[src/rtl/tsb_pkg.sv]
package tsb_pkg;

  typedef enum logic [1:0] {
    OP_LOAD  = 2'b00,
    OP_STORE = 2'b01,
    OP_FENCE = 2'b10,
    OP_SWAP  = 2'b11
  } core_op_e;

  localparam logic [1:0] C_READ  = 2'b00;
  localparam logic [1:0] C_WRITE = 2'b01;
  localparam logic [1:0] C_SWAP  = 2'b11;

  // slot holding the k-th oldest entry of a circular queue
  function automatic int age_slot(int head, int k, int depth);
    return (head + k) % depth;
  endfunction

  // next pointer value with wrap
  function automatic int bump(int ptr, int depth);
    return (ptr == depth - 1) ? 0 : ptr + 1;
  endfunction

endpackage

[src/rtl/tsb_fifo.sv]
module tsb_fifo #(
  parameter int DEPTH = 4,
  parameter int AW    = 16,
  parameter int DW    = 32,
  localparam int PW   = (DEPTH > 1) ? $clog2(DEPTH) : 1,
  localparam int CW   = $clog2(DEPTH + 1)
) (
  input  logic          clk,
  input  logic          rst_n,
  input  logic          push,
  input  logic [AW-1:0] push_addr,
  input  logic [DW-1:0] push_data,
  input  logic          pop,
  output logic [CW-1:0] count,
  output logic [AW-1:0] ord_addr [DEPTH],
  output logic [DW-1:0] ord_data [DEPTH],
  output logic          ord_live [DEPTH]
);
  import tsb_pkg::*;

  logic [AW-1:0] addr_mem [DEPTH];
  logic [DW-1:0] data_mem [DEPTH];
  logic [PW-1:0] head, tail;

  always_ff @(posedge clk) begin
    if (push) begin
      addr_mem[tail] <= push_addr;
      data_mem[tail] <= push_data;
    end
  end

  always_ff @(posedge clk) begin
    if (!rst_n) begin
      head  <= '0;
      tail  <= '0;
      count <= '0;
    end else begin
      if (push) tail <= PW'(bump(int'(tail), DEPTH));
      if (pop)  head <= PW'(bump(int'(head), DEPTH));
      case ({push, pop})
        2'b10:   count <= count + 1'b1;
        2'b01:   count <= count - 1'b1;
        default: count <= count;
      endcase
    end
  end

  // entries presented oldest (k = 0) to youngest
  for (genvar k = 0; k < DEPTH; k++) begin : g_age
    logic [PW-1:0] slot;
    assign slot        = PW'(age_slot(int'(head), k, DEPTH));
    assign ord_addr[k] = addr_mem[slot];
    assign ord_data[k] = data_mem[slot];
    assign ord_live[k] = (count > CW'(k));
  end

  assert_no_overflow_R3: assert property (@(posedge clk) disable iff (!rst_n)
    push |-> (count < CW'(DEPTH)));

  assert_no_underflow_R4: assert property (@(posedge clk) disable iff (!rst_n)
    pop |-> (count != '0));

  assert_push_grows_R2: assert property (@(posedge clk) disable iff (!rst_n)
    (push && !pop) |=> (count == $past(count) + 1'b1));

endmodule

[src/rtl/tsb_forward.sv]
module tsb_forward #(
  parameter int DEPTH = 4,
  parameter int AW    = 16,
  parameter int DW    = 32
) (
  input  logic [AW-1:0] ld_addr,
  input  logic [AW-1:0] ord_addr [DEPTH],
  input  logic [DW-1:0] ord_data [DEPTH],
  input  logic          ord_live [DEPTH],
  output logic          hit,
  output logic [DW-1:0] data
);
  // later (younger) matches override earlier ones
  always_comb begin
    hit  = 1'b0;
    data = '0;
    for (int k = 0; k < DEPTH; k++) begin
      if (ord_live[k] && (ord_addr[k] == ld_addr)) begin
        hit  = 1'b1;
        data = ord_data[k];
      end
    end
  end
endmodule

[src/rtl/tsb_port_arb.sv]
module tsb_port_arb #(
  parameter int AW = 16,
  parameter int DW = 32
) (
  input  logic          core_claim,
  input  logic          core_swap,
  input  logic [AW-1:0] core_addr,
  input  logic [DW-1:0] core_wdata,
  input  logic          drain_pending,
  input  logic [AW-1:0] head_addr,
  input  logic [DW-1:0] head_data,
  input  logic          cache_ready,
  output logic          cache_valid,
  output logic [1:0]    cache_op,
  output logic [AW-1:0] cache_addr,
  output logic [DW-1:0] cache_wdata,
  output logic          core_go,
  output logic          drain_go
);
  import tsb_pkg::*;

  always_comb begin
    cache_valid = 1'b0;
    cache_op    = C_READ;
    cache_addr  = '0;
    cache_wdata = '0;
    if (core_claim) begin
      cache_valid = 1'b1;
      cache_op    = core_swap ? C_SWAP : C_READ;
      cache_addr  = core_addr;
      cache_wdata = core_swap ? core_wdata : '0;
    end else if (drain_pending) begin
      cache_valid = 1'b1;
      cache_op    = C_WRITE;
      cache_addr  = head_addr;
      cache_wdata = head_data;
    end
  end

  assign core_go  = core_claim & cache_ready;
  assign drain_go = ~core_claim & drain_pending & cache_ready;
endmodule

[src/rtl/tso_store_buffer.sv]
module tso_store_buffer #(
  parameter int DEPTH = 4,
  parameter int AW    = 16,
  parameter int DW    = 32
) (
  input  logic          clk,
  input  logic          rst_n,
  input  logic          core_valid,
  output logic          core_ready,
  input  logic [1:0]    core_op,
  input  logic [AW-1:0] core_addr,
  input  logic [DW-1:0] core_wdata,
  output logic          core_rsp_valid,
  output logic [DW-1:0] core_rsp_data,
  output logic          cache_valid,
  input  logic          cache_ready,
  output logic [1:0]    cache_op,
  output logic [AW-1:0] cache_addr,
  output logic [DW-1:0] cache_wdata,
  input  logic [DW-1:0] cache_rdata
);
  import tsb_pkg::*;

  localparam int CW = $clog2(DEPTH + 1);

  core_op_e      op;
  logic          is_ld, is_st, is_fe, is_at;
  logic [CW-1:0] count;
  logic          buf_empty, buf_full;
  logic [AW-1:0] ord_addr [DEPTH];
  logic [DW-1:0] ord_data [DEPTH];
  logic          ord_live [DEPTH];
  logic          fwd_hit;
  logic [DW-1:0] fwd_data;
  logic          core_claim, core_go, drain_go, push;
  logic          fwd_q, fence_q, pend_q;
  logic [DW-1:0] fwd_data_q;

  assign op    = core_op_e'(core_op);
  assign is_ld = (op == OP_LOAD);
  assign is_st = (op == OP_STORE);
  assign is_fe = (op == OP_FENCE);
  assign is_at = (op == OP_SWAP);

  assign buf_empty = (count == '0);
  assign buf_full  = (count == CW'(DEPTH));

  tsb_fifo #(.DEPTH(DEPTH), .AW(AW), .DW(DW)) u_fifo (
    .clk      (clk),
    .rst_n    (rst_n),
    .push     (push),
    .push_addr(core_addr),
    .push_data(core_wdata),
    .pop      (drain_go),
    .count    (count),
    .ord_addr (ord_addr),
    .ord_data (ord_data),
    .ord_live (ord_live)
  );

  tsb_forward #(.DEPTH(DEPTH), .AW(AW), .DW(DW)) u_fwd (
    .ld_addr (core_addr),
    .ord_addr(ord_addr),
    .ord_data(ord_data),
    .ord_live(ord_live),
    .hit     (fwd_hit),
    .data    (fwd_data)
  );

  // core wants the cache port: unmatched load, or swap once drained
  assign core_claim = core_valid & ((is_ld & ~fwd_hit) | (is_at & buf_empty));

  tsb_port_arb #(.AW(AW), .DW(DW)) u_arb (
    .core_claim   (core_claim),
    .core_swap    (is_at),
    .core_addr    (core_addr),
    .core_wdata   (core_wdata),
    .drain_pending(~buf_empty),
    .head_addr    (ord_addr[0]),
    .head_data    (ord_data[0]),
    .cache_ready  (cache_ready),
    .cache_valid  (cache_valid),
    .cache_op     (cache_op),
    .cache_addr   (cache_addr),
    .cache_wdata  (cache_wdata),
    .core_go      (core_go),
    .drain_go     (drain_go)
  );

  always_comb begin
    unique case (op)
      OP_STORE: core_ready = ~buf_full;
      OP_LOAD:  core_ready = fwd_hit | cache_ready;
      OP_FENCE: core_ready = buf_empty;
      default:  core_ready = buf_empty & cache_ready;
    endcase
  end

  assign push = core_valid & is_st & ~buf_full;

  always_ff @(posedge clk) begin
    if (!rst_n) begin
      fwd_q      <= 1'b0;
      fence_q    <= 1'b0;
      pend_q     <= 1'b0;
      fwd_data_q <= '0;
    end else begin
      fwd_q      <= core_valid & is_ld & fwd_hit;
      fwd_data_q <= fwd_data;
      fence_q    <= core_valid & is_fe & buf_empty;
      pend_q     <= core_go;
    end
  end

  assign core_rsp_valid = fwd_q | fence_q | pend_q;
  assign core_rsp_data  = pend_q ? cache_rdata : (fwd_q ? fwd_data_q : '0);

  assert_fence_drained_R7: assert property (@(posedge clk) disable iff (!rst_n)
    (core_valid && is_fe && core_ready) |-> (count == '0));

  assert_swap_alone_R8: assert property (@(posedge clk) disable iff (!rst_n)
    (cache_valid && cache_op == C_SWAP) |-> (count == '0));

  assert_fwd_no_cache_R6: assert property (@(posedge clk) disable iff (!rst_n)
    (core_valid && is_ld && fwd_hit) |-> !(cache_valid && cache_op == C_READ));

  assert_load_rsp_R5: assert property (@(posedge clk) disable iff (!rst_n)
    (core_valid && is_ld && core_ready) |=> core_rsp_valid);

  assert_full_stall_R3: assert property (@(posedge clk) disable iff (!rst_n)
    (count == CW'(DEPTH)) |-> !(core_valid && is_st && core_ready));

  assert_stall_hold_R9: assert property (@(posedge clk) disable iff (!rst_n)
    (!cache_ready && !(core_valid && is_st)) |=> (count == $past(count)));

endmodule

[config.mk]
export PLATFORM = sky130hd
export DESIGN_NAME = tso_store_buffer
export DESIGN_NICKNAME = d
export VERILOG_FILES = /design/src/rtl/tsb_pkg.sv /design/src/rtl/tsb_fifo.sv /design/src/rtl/tsb_forward.sv /design/src/rtl/tsb_port_arb.sv /design/src/rtl/tso_store_buffer.sv
export SDC_FILE = /design/constraint.sdc
export NUM_CORES = 1
export LEC_CHECK = 0
export ABC_AREA = 0
export BUFFER_PORTS_ARGS = -buffer_cell sky130_fd_sc_hd__buf_2
export CELL_PAD_IN_SITES_DETAIL_PLACEMENT = 0
export CELL_PAD_IN_SITES_GLOBAL_PLACEMENT = 1
export CORE_UTILIZATION = 45
export DETAILED_ROUTE_END_ITERATION = 10
export GPL_TIMING_DRIVEN = 1
export PLACE_DENSITY_LB_ADDON = 0.1
export SKIP_CTS_REPAIR_TIMING = 1
export SLEW_MARGIN = 20
export SYNTH_ARGS = -nofsm -noshare
export SYNTH_HDL_FRONTEND = slang
export SYNTH_SLANG_ARGS = --single-unit
[constraint.sdc]
create_clock -name clk -period 3.34 [get_ports clk]
set_input_delay 0.167 -clock clk [delete_from_list [all_inputs] [get_ports clk]]
set_output_delay 0.167 -clock clk [all_outputs]
set_load 0.01 [all_outputs]
After elaboration in Yosys (flattened, before gate mapping)
Memory sizes are Yosys's and may differ from the RTL's. A register that Yosys moved wholly into a read port is not among the register bits.
Index checks and enable logic that the tools add are counted.
Widths: inputs -> output; s select.
Cells by class
  add/subtract/negate cells: 6
  $lt $le $gt $ge: 4
  equality and inequality tests: 12
  multiplexer cells: 30
  bitwise logic cells: 21
  reduce and logical (&&, ||, !) cells: 7
Operator list (number)
  $mux 32: 9
  $eq 16x16->1: 4
  $mux 16: 2
  $mux 2: 8
  $and 1x1->1: 13
  $mux 1: 9
  $eq 2x1->1 const B: 4
  $eq 2x2->1 const B: 3
  $gt 3x1->1 const B: 2
  $gt 3x2->1 const B: 2
  $pmux 3 s2: 1
  $add 2x1->2 const B: 2
  $add 2x2->2 const B: 2
  $logic_and 1x1->1: 4
  $not 1->1: 4
  $or 1x1->1: 4
  $add 3x1->3 const B: 1
  $eq 3x3->1 const B: 1
  $logic_not 3->1: 1
  $pmux 1 s3: 1
  $sub 3x1->3 const B: 1
  $logic_not 2->1: 1
  $reduce_bool 2->1: 1
Word-level totals
  flip-flop bits (word level): 42
  memory bits (writable): 192
  output and inout port bits: 85
  memories: 2
Memory list
  u_fifo.data_mem: depth 4, width 32, read ports 4, clocked after memory_dff 1, write ports 1, line tsb_fifo.sv:22  | logic [DW-1:0] data_mem [DEPTH];
  u_fifo.addr_mem: depth 4, width 16, read ports 4, clocked after memory_dff 1, write ports 1, line tsb_fifo.sv:21  | logic [AW-1:0] addr_mem [DEPTH];

Logic depth before layout (Yosys ltp)
Gate-level depths: netlist (run 1).
An unclocked memory read counts as a cell.
  word-level depth: 16
  mapped depth: 17
  depth with buffers taken out: 14

Cells and area by module
Synthesis (run 1) repeated with hierarchy kept, for this count alone.
Unflattened totals
  cell total of the unflattened synthesis: 962
  area, all modules: 14811.7 um^2
By module, submodules not included
  tsb_fifo: times used 1, cells an instance 485, area an instance 11060.6 um^2, seq. area each 5945.7 um^2
  tsb_forward: times used 1, cells an instance 276, area an instance 1774.2 um^2, seq. area each 0.0 um^2
  tso_store_buffer: times used 1, cells an instance 132, area an instance 1363.8 um^2, seq. area each 700.7 um^2
  tsb_port_arb: times used 1, cells an instance 69, area an instance 613.1 um^2, seq. area each 0.0 um^2

Least setup slack after synthesis (run 1)
No wires, ideal clock.
  kind: flip-flop to flip-flop
  from: register u_fifo.head[1]
  to: register u_fifo.count[2]
  setup time: 0.115 ns
  arrival: 3.332 ns
  data required time: 3.225 ns
  path slack: -0.106 ns
  stages on the path, launching flop included: 16
  cells stage by stage: dfxtp_1 -> ha_1 -> buf_6 -> buf_6 -> buf_4 -> buf_4 -> mux4_2 -> xor2_1 -> nor4_1 -> nand3_1 -> and4b_4 -> a211oi_2 -> ha_1 -> a21oi_1 -> o22ai_1 -> and2_1
On the way
  longest elaborated chain between the ends: 16
Ends and longest elaborated chain
  start, declared: line tsb_fifo.sv:23  | logic [PW-1:0] head, tail;
  start signal, assigned: line tsb_fifo.sv:39  | if (pop) head <= PW'(bump(int'(head), DEPTH));
  $add 2x1->2: line tsb_pkg.sv:16  | return (head + k) % depth;
  $mem_v2 4x16 *
  $eq 16x16->1: line tsb_forward.sv:18  | if (ord_live[k] && (ord_addr[k] == ld_addr)) begin
  $logic_and 1x1->1: line tsb_forward.sv:18
  $mux 1 (2 in a row): line tsb_forward.sv:18
  $mux 1 *: line tsb_forward.sv:18
  $not 1->1 *: line tso_store_buffer.sv:71  | assign core_claim = core_valid & ((is_ld & ~fwd_hit) | (is_at & buf_empty));
  $and 1x1->1 *: line tso_store_buffer.sv:71
  $or 1x1->1 *: line tso_store_buffer.sv:71
  $and 1x1->1 *: line tso_store_buffer.sv:71
  $not 1->1 *: line tsb_port_arb.sv:41  | assign drain_go = ~core_claim & drain_pending & cache_ready;
  $and 1x1->1 * (2 in a row): line tsb_port_arb.sv:41
  $eq 2x1->1 / $eq 2x2->1 (equally long branches): line tsb_fifo.sv:40  | case ({push, pop})
  $pmux 3 s2 / $reduce_bool 2->1 (equally long branches)
  end signal, assigned: line tsb_fifo.sv:41  | 2'b10: count <= count + 1'b1;
  end signal, assigned: line tsb_fifo.sv:42  | 2'b01: count <= count - 1'b1;
  end signal, assigned: line tsb_fifo.sv:43  | default: count <= count;
  end, declared: line tsb_fifo.sv:14  | output logic [CW-1:0] count,
Every way passes the cells marked *; elsewhere a longest branch is shown, timed or not.
A chain may end at the register's enable or synchronous reset.

Worst setup path after layout (run 1)
  from: register u_fifo.head[0]
  to: output cache_op[0]
On the way
  longest elaborated chain between the ends: 12
Ends and longest elaborated chain
  $add 2x1->2: line tsb_pkg.sv:16
  $mem_v2 4x16 *
  $eq 16x16->1: line tsb_forward.sv:18
  $logic_and 1x1->1: line tsb_forward.sv:18
  $mux 1 (2 in a row): line tsb_forward.sv:18
  $mux 1 *: line tsb_forward.sv:18
  $not 1->1 *: line tso_store_buffer.sv:71
  $and 1x1->1 *: line tso_store_buffer.sv:71
  $or 1x1->1 *: line tso_store_buffer.sv:71
  $and 1x1->1 *: line tso_store_buffer.sv:71
  $mux 2 *: line tsb_port_arb.sv:27  | if (core_claim) begin
  end, declared: line tso_store_buffer.sv:17  | output logic [1:0] cache_op,
Marked as above.

==> impl_metrics.py, run 1 <==
metrics = {
    "outcome": {
        "status": "finished with violations",
        "violations": "setup timing",
    },
    "power": {
        "p_total_mw": 8.84,
        "p_per_area_nw_per_um2": 484,
        "p_leak_nw": 6.07,
        "ir_drop_mv": 0.379,
    },
    "yosys": {
        "async_reset_ff_share_pct": 0,
        "synth_flop_cell": "edfxtp_1",
        "ys_warn_count": 0,
        "synth_edf_count": 192,
        "syn_area_um2": 14900,
        "synth.largest_area_cell": "edfxtp_1",
        "ys_top_cells_by_area": "edfxtp_1 (39%), mux4_2 (28%), dfxtp_1 (5.9%)",
        "synth_cell_types": 44,
        "syn_inst": 1014,
        "syn_nets": 1112,
        "ys_ff_latch": 236,
        "syn_area_per_cell_um2": 14.7,
        "ys_seq_area_share_pct": 44.5,
        "netlist.area_leader.share_pct": 38.6,
    },
    "worst_setup_path": {
        "crit-reg2reg-launch": "u_fifo.head[0]",
        "cp_cell_sequence": "ha_4 -> buf_12 -> buf_4 -> buf_4 -> mux4_2 -> xor2_1 -> nor3_1 -> and4_2 -> and4b_4 -> a21oi_4 -> buf_4 -> or2_2 -> buf_2",
        "cp-end-kind": "primary output",
        "cp.required_ns": 3.17,
        "crit_family": "simple AND/OR/NAND/NOR gates",
        "critPathSlowestCell": "mux4_2",
        "path_max_fanout": 11,
        "critPathMaxStageDelay_ns": 0.49,
        "critPathLaunchType": "register",
        "crit_start": "u_fifo.head[0]",
        "critical_path_buf_inv_count": 5,
        "path_common_cell": "buf_4",
        "crit_arrival_ns": 3.71,
        "crit_type": "reg -> out",
    },
    "sta": {
        "maxSlewViolCount": 0,
        "worstMarginPinSlew_ns": 0.756,
        "slew_headroom_pct": 49.4,
        "rsz0062_at_grt": "yes",
        "fin_crit_sh_pct": 116,
        "finalHoldViolCount": 0,
        "max_freq_ghz": 0.258,
        "skew_ns": 0.0147,
        "setup_viol": 54,
        "min_period_ns": 3.88,
        "timing.final.ws_setup_ns": -0.537,
    },
    "die": {
        "num_io_pins": 171,
        "num_rows": 66,
        "die_width_um": 184,
        "start_util_pct": 45.8,
        "die_y_um": 184,
        "core_um2": 32600,
        "die-area_um2": 33900,
    },
    "grt": {
        "grt_max_degree": 65,
        "antenna_found_initial": 0,
        "grt_usage_pct": 23.6,
        "grt_pass1_vias": 9926,
        "grt_overflow": 0,
        "grt_first_pass_wirelength_mm": 59.7,
    },
    "clock_tree": {
        "clock_sinks": 236,
        "cts_buffer_depth": 3,
        "path_clk_slew_ns": 0.06,
        "htreeDepth": 1,
        "clockRootBuffer": "clkbuf_16",
        "insertion_delay_ns": 0.55,
        "cts_buffers": 27,
        "cts_tree": "built",
    },
    "cells_and_area": {
        "fin_cells": 1701,
        "finish.instance_area_um2": 18300,
        "antenna_cells": 0,
        "final_net_count": 1336,
        "drive_gt1_share_pct": 41.3,
        "area.growth.synth_to_final_pct": 22.2,
    },
    "worst_hold_path": {
        "hold_path.class": "in -> reg",
        "hold_path_startpoint": "core_addr[9]",
    },
    "placed_design": {
        "placed_cells": 1599,
        "gp_congestion": 0.826,
        "dp_hpwl_mm": 25.8,
        "place_area_um2": 16700,
        "port_buffers": 170,
    },
    "detailed_routing": {
        "num_vias": 10300,
        "vias_per_cell": 6.06,
        "drt_iter0_markers": 758,
        "first_pass_iters": 5,
        "drt_wl_total_mm": 40.4,
        "drt_drc_violations_left": 0,
        "ant_nets": 0,
        "wire_per_inst_um": 23.7,
    },
    "job": {
        "cap_violations": 0,
    },
}
-- state kept, by name (all words and copies together), names as in the netlist, named ones only --
register / flops
fence_q: 1
fwd_data_q: 32
fwd_q: 1
pend_q: 1
u_fifo.addr_mem: 64
u_fifo.count: 3
u_fifo.data_mem: 128
u_fifo.head: 2
u_fifo.tail: 2
-- layout make-up --
| type | count | area (um^2) |
|---|---|---|
| Multi-Input combinational cell | 655 | 7920 |
| Clock inverter | 18 | 210 |
| Clock buffer | 32 | 704 |
| Inverter | 13 | 48.8 |
| Tap cell | 442 | 553 |
| Sequential cell | 236 | 6660 |
| Timing Repair Buffer | 305 | 2160 |
| Fill cell | 2694 | 14400 |
-- worst paths after layout --
| check | slack [ns] | cells past startpoint | end |
|---|---|---|---|
| max | -0.54 | 13 | cache_op[0] |
| min | 0.01 | 1 | u_fifo.addr_mem[2][9] |
| max reg2reg | -0.18 | 15 | u_fifo.count[2] |
| min reg2reg | 0.56 | 2 | u_fifo.tail[1] |
-- where the power goes --
part	internal, mW	total [mW]	switching, mW
sequential	3.22	3.27	0.0520
clock	1.82	3.06	1.24
combinational	1.34	2.50	1.16
-- worst register-to-register path: stages, from the launching register on --
cell      delay, ns
dfxtp_4        0.35
ha_4           0.35
buf_12         0.14
buf_4          0.12
buf_4          0.12
mux4_2         0.49
xor2_1         0.17
nor3_1         0.17
and4_2         0.25
and4b_4        0.23
buf_4          0.15
a211oi_4       0.27
ha_4           0.27
a21oi_2        0.12
o22ai_1        0.08
and2_1         0.15
-- metal layers --
layer,track usage (%),wire length (um)
met5,0,0
met1,31.2,17100
met3,3.50,2190
met2,40.4,20200
met4,6.50,818
-- Yosys cell counts (all sizes together) (17+ instances only) --
| cell type | count |
|---|---|
| a21oi | 38 |
| a22o | 63 |
| a32o | 17 |
| buf | 45 |
| clkbuf | 65 |
| dfxtp | 44 |
| edfxtp | 192 |
| mux2i | 54 |
| mux4 | 186 |
| nor2b | 36 |
| nor3b | 34 |
| o21a | 32 |
| o21ai | 39 |
| xnor2 | 43 |
| xor2 | 23 |
-- per-stage QoR --
stage	hold slack (ns)	worst slack (ns)	util (%)	setup TNS [ns]
after floorplan	0.266	-0.0193	-	-0.0193
after global routing	0.000634	-0.719	56.0	-35.10
final	0.0103	-0.537	56.0	-24.13
after detailed placement	0.402	-0.137	51.2	-0.826
after global placement	0.397	-0.127	51.2	-0.300
after CTS	-0.174	-0.688	54.0	-30.59
-- cell usage in the layout, fill, tap and decap left out, types with 3 or more instances in the layout --
master / Yosys / routed
xnor2_1: 43 / 43
clkbuf_16: 0 / 28
edfxtp_1: 192 / 192
nand2_1: 14 / 14
nor2_1: 9 / 8
buf_6: 4 / 6
a32o_1: 17 / 17
buf_2: 22 / 170
nor3b_1: 34 / 34
bufinv_16: 0 / 4
ha_1: 12 / 10
buf_12: 0 / 11
nand4_1: 6 / 6
nor4_1: 8 / 6
dlygate4sd3_1: 0 / 49
and2_2: 0 / 4
inv_1: 13 / 13
buf_4: 6 / 68
nor4_2: 1 / 3
o21a_1: 32 / 32
mux2i_1: 54 / 51
and2_1: 7 / 3
a21oi_1: 37 / 36
o21ai_0: 39 / 38
dfxtp_1: 44 / 40
nor3_1: 8 / 8
mux4_2: 186 / 186
clkbuf_1: 65 / 4
xor2_1: 23 / 23
nor2b_1: 36 / 35
o22ai_1: 3 / 3
clkinvlp_4: 0 / 4
a22o_1: 63 / 63
clkinv_2: 0 / 6
-- cells by family (layout without fill, tap and decap cells) --
kind of cell	count (synthesis)	after routing	synth area share [%]
DFF	236	236	44.5
muxes	240	240	31.6
xor gates and xnor gates	66	66	3.87
and+or+nand+nor	134	134	5.52
AOI/OAI and AO/OA	203	203	9.88
buffers and inverters	123	368	3.62
adders and majority gates	12	12	1.00
No activity file was read; power rests on OpenSTA's default activity.
==> run 2, diff against run 1 <==
--- a/config.mk
+++ b/config.mk
@@ -11,7 +11,8 @@
 export CELL_PAD_IN_SITES_GLOBAL_PLACEMENT = 1
 export CORE_UTILIZATION = 45
 export DETAILED_ROUTE_END_ITERATION = 10
-export GPL_TIMING_DRIVEN = 1
+export GPL_TIMING_DRIVEN = 0
+export MAX_ROUTING_LAYER = met4
 export PLACE_DENSITY_LB_ADDON = 0.1
 export SKIP_CTS_REPAIR_TIMING = 1
 export SLEW_MARGIN = 20
==> impl_metrics.py, run 2 (synthesis results as in run 1) <==
metrics = {
    "sta": {
        "skew_ns": 0.0146,
        "slew_headroom_pct": 39.0,
        "rsz0062_at_grt": "yes",
        "maxSlewViolCount": 0,
        "finalHoldViolCount": 0,
        "hold_ws_ns": 0.116,
        "setup_viol": 58,
        "setup_tns_ns": -40.54,
        "min_period_ns": 4.17,
        "worstMarginPinSlew_ns": 0.910,
        "timing.final.ws_setup_ns": -0.831,
        "fin_crit_sh_pct": 125,
        "max_freq_ghz": 0.240,
    },
    "placed_design": {
        "port_buffers": 166,
        "gp_congestion": 0.846,
        "dp_hpwl_mm": 29.8,
        "pre_cts_slack_ns": -0.876,
    },
    "grt": {
        "grt_overflow": 0,
        "grt_first_pass_wirelength_mm": 63.9,
        "grt_usage_pct": 26.6,
        "grt_pass1_vias": 10300,
        "antenna_found_initial": 1,
        "grt_max_degree": 38,
    },
    "worst_setup_path": {
        "critPathLaunchType": "register",
        "r2r_end": "u_fifo.count[2]",
        "path_common_cell": "buf_12",
        "cp.required_ns": 3.17,
        "ff2ff_setup_slack_ns": -0.46,
        "critPathMaxStageDelay_ns": 0.52,
        "rr_worst_depth": 15,
        "critPathSlowestCell": "mux4_2",
        "cp_cell_sequence": "ha_4 -> buf_12 -> mux4_2 -> xnor2_2 -> nand4_1 -> nor4_1 -> and4_1 -> buf_6 -> and4b_4 -> a21oi_4 -> buf_8 -> buf_12 -> a32o_1 -> buf_2",
        "crit_family": "simple AND/OR/NAND/NOR gates",
        "path_max_fanout": 7,
        "crit_type": "reg -> out",
        "critical_path_buf_inv_count": 5,
        "crit-reg2reg-launch": "u_fifo.head[1]",
        "cp-end-kind": "primary output",
        "crit_arrival_ns": 4.00,
    },
    "detailed_routing": {
        "drt_wl_total_mm": 44.7,
        "num_vias": 10800,
        "drt_iter0_markers": 1113,
        "drt_drc_violations_left": 0,
        "vias_per_cell": 6.16,
        "first_pass_iters": 4,
        "ant_nets": 0,
        "wire_per_inst_um": 25.6,
    },
    "cells_and_area": {
        "final_cell_mix": "edfxtp_1 (192), mux4_2 (186), buf_2 (179)",
        "final_net_count": 1383,
        "top_regs": "u_fifo.data_mem (128), u_fifo.addr_mem (64), fwd_data_q (32)",
        "regArea_um2": 6650,
        "final_common_cell": "edfxtp_1",
        "area.growth.synth_to_final_pct": 24.0,
        "nFillCells": 2626,
        "drive_gt1_share_pct": 40.0,
        "largest_reg_flops": 128,
        "top_register": "u_fifo.data_mem",
        "multi_input_area_um2": 8060,
    },
    "job": {
        "cap_violations": 0,
    },
    "power": {
        "p_total_mw": 8.89,
        "p_leak_nw": 6.20,
        "p_per_area_nw_per_um2": 480,
        "ir_drop_mv": 0.390,
    },
    "clock_tree": {
        "clockRootBuffer": "clkbuf_16",
        "cts_tree": "built",
        "path_clk_slew_ns": 0.05,
        "cts_buffers": 27,
        "insertion_delay_ns": 0.54,
        "clock_sinks": 236,
        "cts_buffer_depth": 3,
        "htreeDepth": 1,
    },
    "worst_hold_path": {
        "hold_path.class": "in -> reg",
        "hold_path_startpoint": "core_op[0]",
        "hold_path_depth": 2,
        "min_to": "fwd_q",
    },
    "die": {
        "num_io_pins": 171,
        "num_rows": 66,
        "die_y_um": 184,
        "die_width_um": 184,
        "die-area_um2": 33900,
        "start_util_pct": 45.8,
        "core_um2": 32600,
    },
    "outcome": {
        "violations": "setup timing",
        "status": "finished with violations",
    },
}
run 2: cell count changes in the layout (fill, tap and decap cells not counted), sizes merged, moves of 2 or more:
cell	before	now
inv	15	13
clkinv	8	11
clkbuf	33	103
clkinvlp	4	2
buf	255	233
bufinv	4	2
run 2: worst max-delay path by stage:
stage / start / to / slack (ns) / cells past startpoint
after global routing: u_fifo.head[0] / cache_wdata[28] / -0.89 / 14
after detailed placement: u_fifo.head[1] / cache_addr[14] / -0.88 / 14
after CTS: u_fifo.head[1] / cache_addr[14] / -1.43 / 14
after global placement: core_valid / u_fifo.data_mem[3][14] / -1.11 / 4
final: u_fifo.head[1] / cache_addr[0] / -0.83 / 14
after floorplan: u_fifo.head[1] / u_fifo.count[2] / -0.02 / 15
run 2: stage by stage:
step / util, % / area [um^2] / instances
2_1_floorplan: - / 15000 / 1014
3_3_place_gp: 50.2 / 16400 / 1622
3_5_place_dp: 50.5 / 16500 / 1626
4_1_cts: 53.1 / 17300 / 1675
5_1_grt: 56.8 / 18500 / 1748
6_report: 56.8 / 18500 / 1748
run 2: cell type report:
| type | instances | area share (%) |
|---|---|---|
| repair buffers | 244 | 9.31 |
| multi-input cells | 655 | 43.5 |
| plain buffers | 108 | 3.62 |
| diodes | 1 | 0.0135 |
| well taps | 442 | 2.98 |
| inverters | 13 | 0.263 |
| flip-flops and latches | 236 | 35.9 |
| clock buffers | 34 | 3.79 |
| clock inverters | 15 | 0.675 |
run 2: routing by layer:
metal	routed length [um]	global-route usage (%)
met3	2940	3.83
met1	18500	34.7
met4	952	7.43
met2	22200	43.5
met5	0	-
run 2: power by group:
part	internal, mW	total (mW)	switching [mW]
Combinational	1.46	2.84	1.39
Clock	1.63	2.79	1.16
Sequential	3.22	3.26	0.0353
Total	6.31	8.89	2.58
==> run 3, diff against run 2 <==
--- a/config.mk
+++ b/config.mk
@@ -13,7 +13,7 @@
 export DETAILED_ROUTE_END_ITERATION = 10
 export GPL_TIMING_DRIVEN = 0
 export MAX_ROUTING_LAYER = met4
-export PLACE_DENSITY_LB_ADDON = 0.1
+export PLACE_DENSITY = 0.73
 export SKIP_CTS_REPAIR_TIMING = 1
 export SLEW_MARGIN = 20
 export SYNTH_ARGS = -nofsm -noshare
==> impl_metrics.py, run 3 (synthesis results as in run 1) <==
metrics = {
    "sta": {
        "slew_headroom_pct": 33.5,
        "max_freq_ghz": 0.241,
        "maxSlewViolCount": 0,
        "setup_tns_ns": -39.75,
        "worstMarginPinSlew_ns": 0.998,
        "min_period_ns": 4.15,
        "finalHoldViolCount": 0,
        "timing.final.ws_setup_ns": -0.809,
        "rsz0062_at_grt": "yes",
        "skew_ns": 0.0131,
        "setup_viol": 58,
        "fin_crit_sh_pct": 124,
    },
    "cells_and_area": {
        "top_register": "u_fifo.data_mem",
        "final_common_cell": "edfxtp_1",
        "final_core_util_pct": 57.0,
        "final_net_count": 1380,
        "largest_reg_flops": 128,
        "top_regs": "u_fifo.data_mem (128), u_fifo.addr_mem (64), fwd_data_q (32)",
        "area.growth.synth_to_final_pct": 24.4,
        "drive_gt1_share_pct": 40.6,
        "final_cell_mix": "edfxtp_1 (192), mux4_2 (186), buf_2 (171)",
        "finish.instance_area_um2": 18600,
        "nFillCells": 2595,
    },
    "detailed_routing": {
        "drt_iter0_markers": 1064,
        "drt_wl_total_mm": 45.1,
        "vias_per_cell": 6.28,
        "route.met3.wl_mm": 3.39,
        "num_vias": 11000,
        "drt-met1-wl_mm": 18.6,
        "wl_met2_mm": 22.3,
        "highest-signal-layer": "met4",
        "ant_nets": 0,
        "drt_drc_violations_left": 0,
        "wire_per_inst_um": 25.8,
        "first_pass_iters": 5,
    },
    "grt": {
        "antenna_found_initial": 1,
        "grt_overflow": 0,
        "grt_pass1_vias": 10300,
        "grt_max_degree": 37,
        "grt_usage_pct": 26.7,
        "grt_first_pass_wirelength_mm": 64.9,
    },
    "clock_tree": {
        "clockRootBuffer": "clkbuf_16",
        "cts_buffers": 27,
        "path_clk_slew_ns": 0.07,
        "insertion_delay_ns": 0.56,
        "cts_buffer_depth": 3,
        "cts_tree": "built",
        "htreeDepth": 1,
        "clock_sinks": 236,
    },
    "die": {
        "die-area_um2": 33900,
        "num_rows": 66,
        "die_width_um": 184,
        "num_io_pins": 171,
        "start_util_pct": 45.8,
        "die_y_um": 184,
        "core_um2": 32600,
    },
    "worst_hold_path": {
        "hold_path_startpoint": "rst_n",
        "hold_path.class": "in -> reg",
    },
    "placed_design": {
        "gp_congestion": 0.854,
        "dp_hpwl_mm": 29.8,
        "port_buffers": 166,
        "place_area_um2": 16500,
    },
    "worst_setup_path": {
        "critPathSlowestCell": "mux4_2",
        "critPathMaxStageDelay_ns": 0.50,
        "endpoint": "cache_addr[9]",
        "ff2ff_setup_slack_ns": -0.45,
        "cp-end-kind": "primary output",
        "path_max_fanout": 8,
        "critPathLaunchType": "register",
        "r2r_end": "u_fifo.count[2]",
        "crit_start": "u_fifo.head[1]",
        "cp_cell_sequence": "ha_4 -> buf_12 -> buf_12 -> mux4_2 -> xnor2_1 -> nand4_1 -> nor4_2 -> nand3_2 -> and4b_4 -> a21oi_4 -> buf_12 -> buf_12 -> a32o_2 -> buf_6",
        "rr_worst_depth": 16,
        "crit_arrival_ns": 3.98,
        "crit-reg2reg-launch": "u_fifo.head[1]",
        "crit_type": "reg -> out",
        "path_common_cell": "buf_12",
        "cp.required_ns": 3.17,
    },
    "power": {
        "seqPwrFrac_pct": 35.4,
        "clockPowerShare_pct": 33.9,
        "p_leak_nw": 6.21,
        "ir_drop_mv": 0.396,
        "swShare_pct": 28.7,
        "comb_power_share_pct": 30.6,
        "p_switching_mw": 2.64,
        "p_per_area_nw_per_um2": 494,
        "p_int_mw": 6.55,
        "p_total_mw": 9.19,
    },
    "outcome": {
        "violations": "setup timing",
        "status": "finished with violations",
    },
    "job": {
        "cap_violations": 0,
    },
}
## run 3: cell count changes in the layout (fill, tap and decap cells not counted), moves of 3 or more
cell / previous run / this run
buf_2: 179 / 171
buf_4: 20 / 24
bufinv_16: 2 / 5
clkbuf_1: 51 / 45
clkbuf_4: 1 / 6
mux2i_2: 2 / 5
o21ai_0: 36 / 29
o21ai_1: 2 / 9
xor2_1: 23 / 20
xor2_2: 0 / 3
## run 3: per-layer routing
layer,up-vias,global-route usage (%)
met4,0,6.53
met3,62,4.70
li1,4725,-
met1,5602,35.1
met2,577,43.3
met5,-,-
## run 3: worst min path at each step
stage / slack (ns) / to / depth (start not counted)
after CTS: -0.17 / u_fifo.addr_mem[3][11] / 1
after global routing: 0.11 / u_fifo.head[0] / 3
after detailed placement: 0.40 / u_fifo.addr_mem[0][10] / 1
after floorplan: 0.27 / u_fifo.addr_mem[0][0] / 0
after global placement: 0.39 / u_fifo.addr_mem[2][10] / 1
final: 0.07 / fwd_q / 3
## run 3: critical path: cells and delay by family (launching register included)
family	cells	cell delay [ns]
and+or+nand+nor	4	0.97
muxes	1	0.50
AOI/OAI and AO/OA	2	0.42
DFF	1	0.36
buffers and inverters	5	0.70
xor gates and xnor gates	1	0.17
adders and majority gates	1	0.30
## run 3: through the flow
step	std cells	hold WS, ns	worst slack (ns)
floorplan	1014	0.266	-0.0193
global placement	1622	0.391	-0.965
detailed placement	1626	0.399	-0.841
CTS	1676	-0.173	-1.42
global route	1746	0.113	-0.907
finish	1746	0.0747	-0.809
## run 3: layout make-up
type / instances / area (um^2) / share of cell area (%)
antenna: 1 / 2.50 / 0.0135
multi-input combinational: 655 / 8030 / 43.2
tap: 442 / 553 / 2.97
clock inverter: 19 / 239 / 1.29
inverter: 13 / 48.8 / 0.262
timing repair buffer: 240 / 1680 / 9.01
buffer: 109 / 696 / 3.74
clock buffer: 31 / 701 / 3.77
sequential: 236 / 6650 / 35.8
## run 3: power by group through the flow
| stage | combinational [mW] | clock, mW | sequential (mW) |
|---|---|---|---|
| 2_1_floorplan | 1.74 | 0 | 3.31 |
| 4_1_cts | 2.48 | 3.16 | 3.25 |
| 3_3_place_gp | 2.45 | 0 | 3.32 |
| 5_1_grt | 2.98 | 3.27 | 3.26 |
| 6_report | 2.81 | 3.12 | 3.26 |
| 3_5_place_dp | 2.47 | 0 | 3.32 |
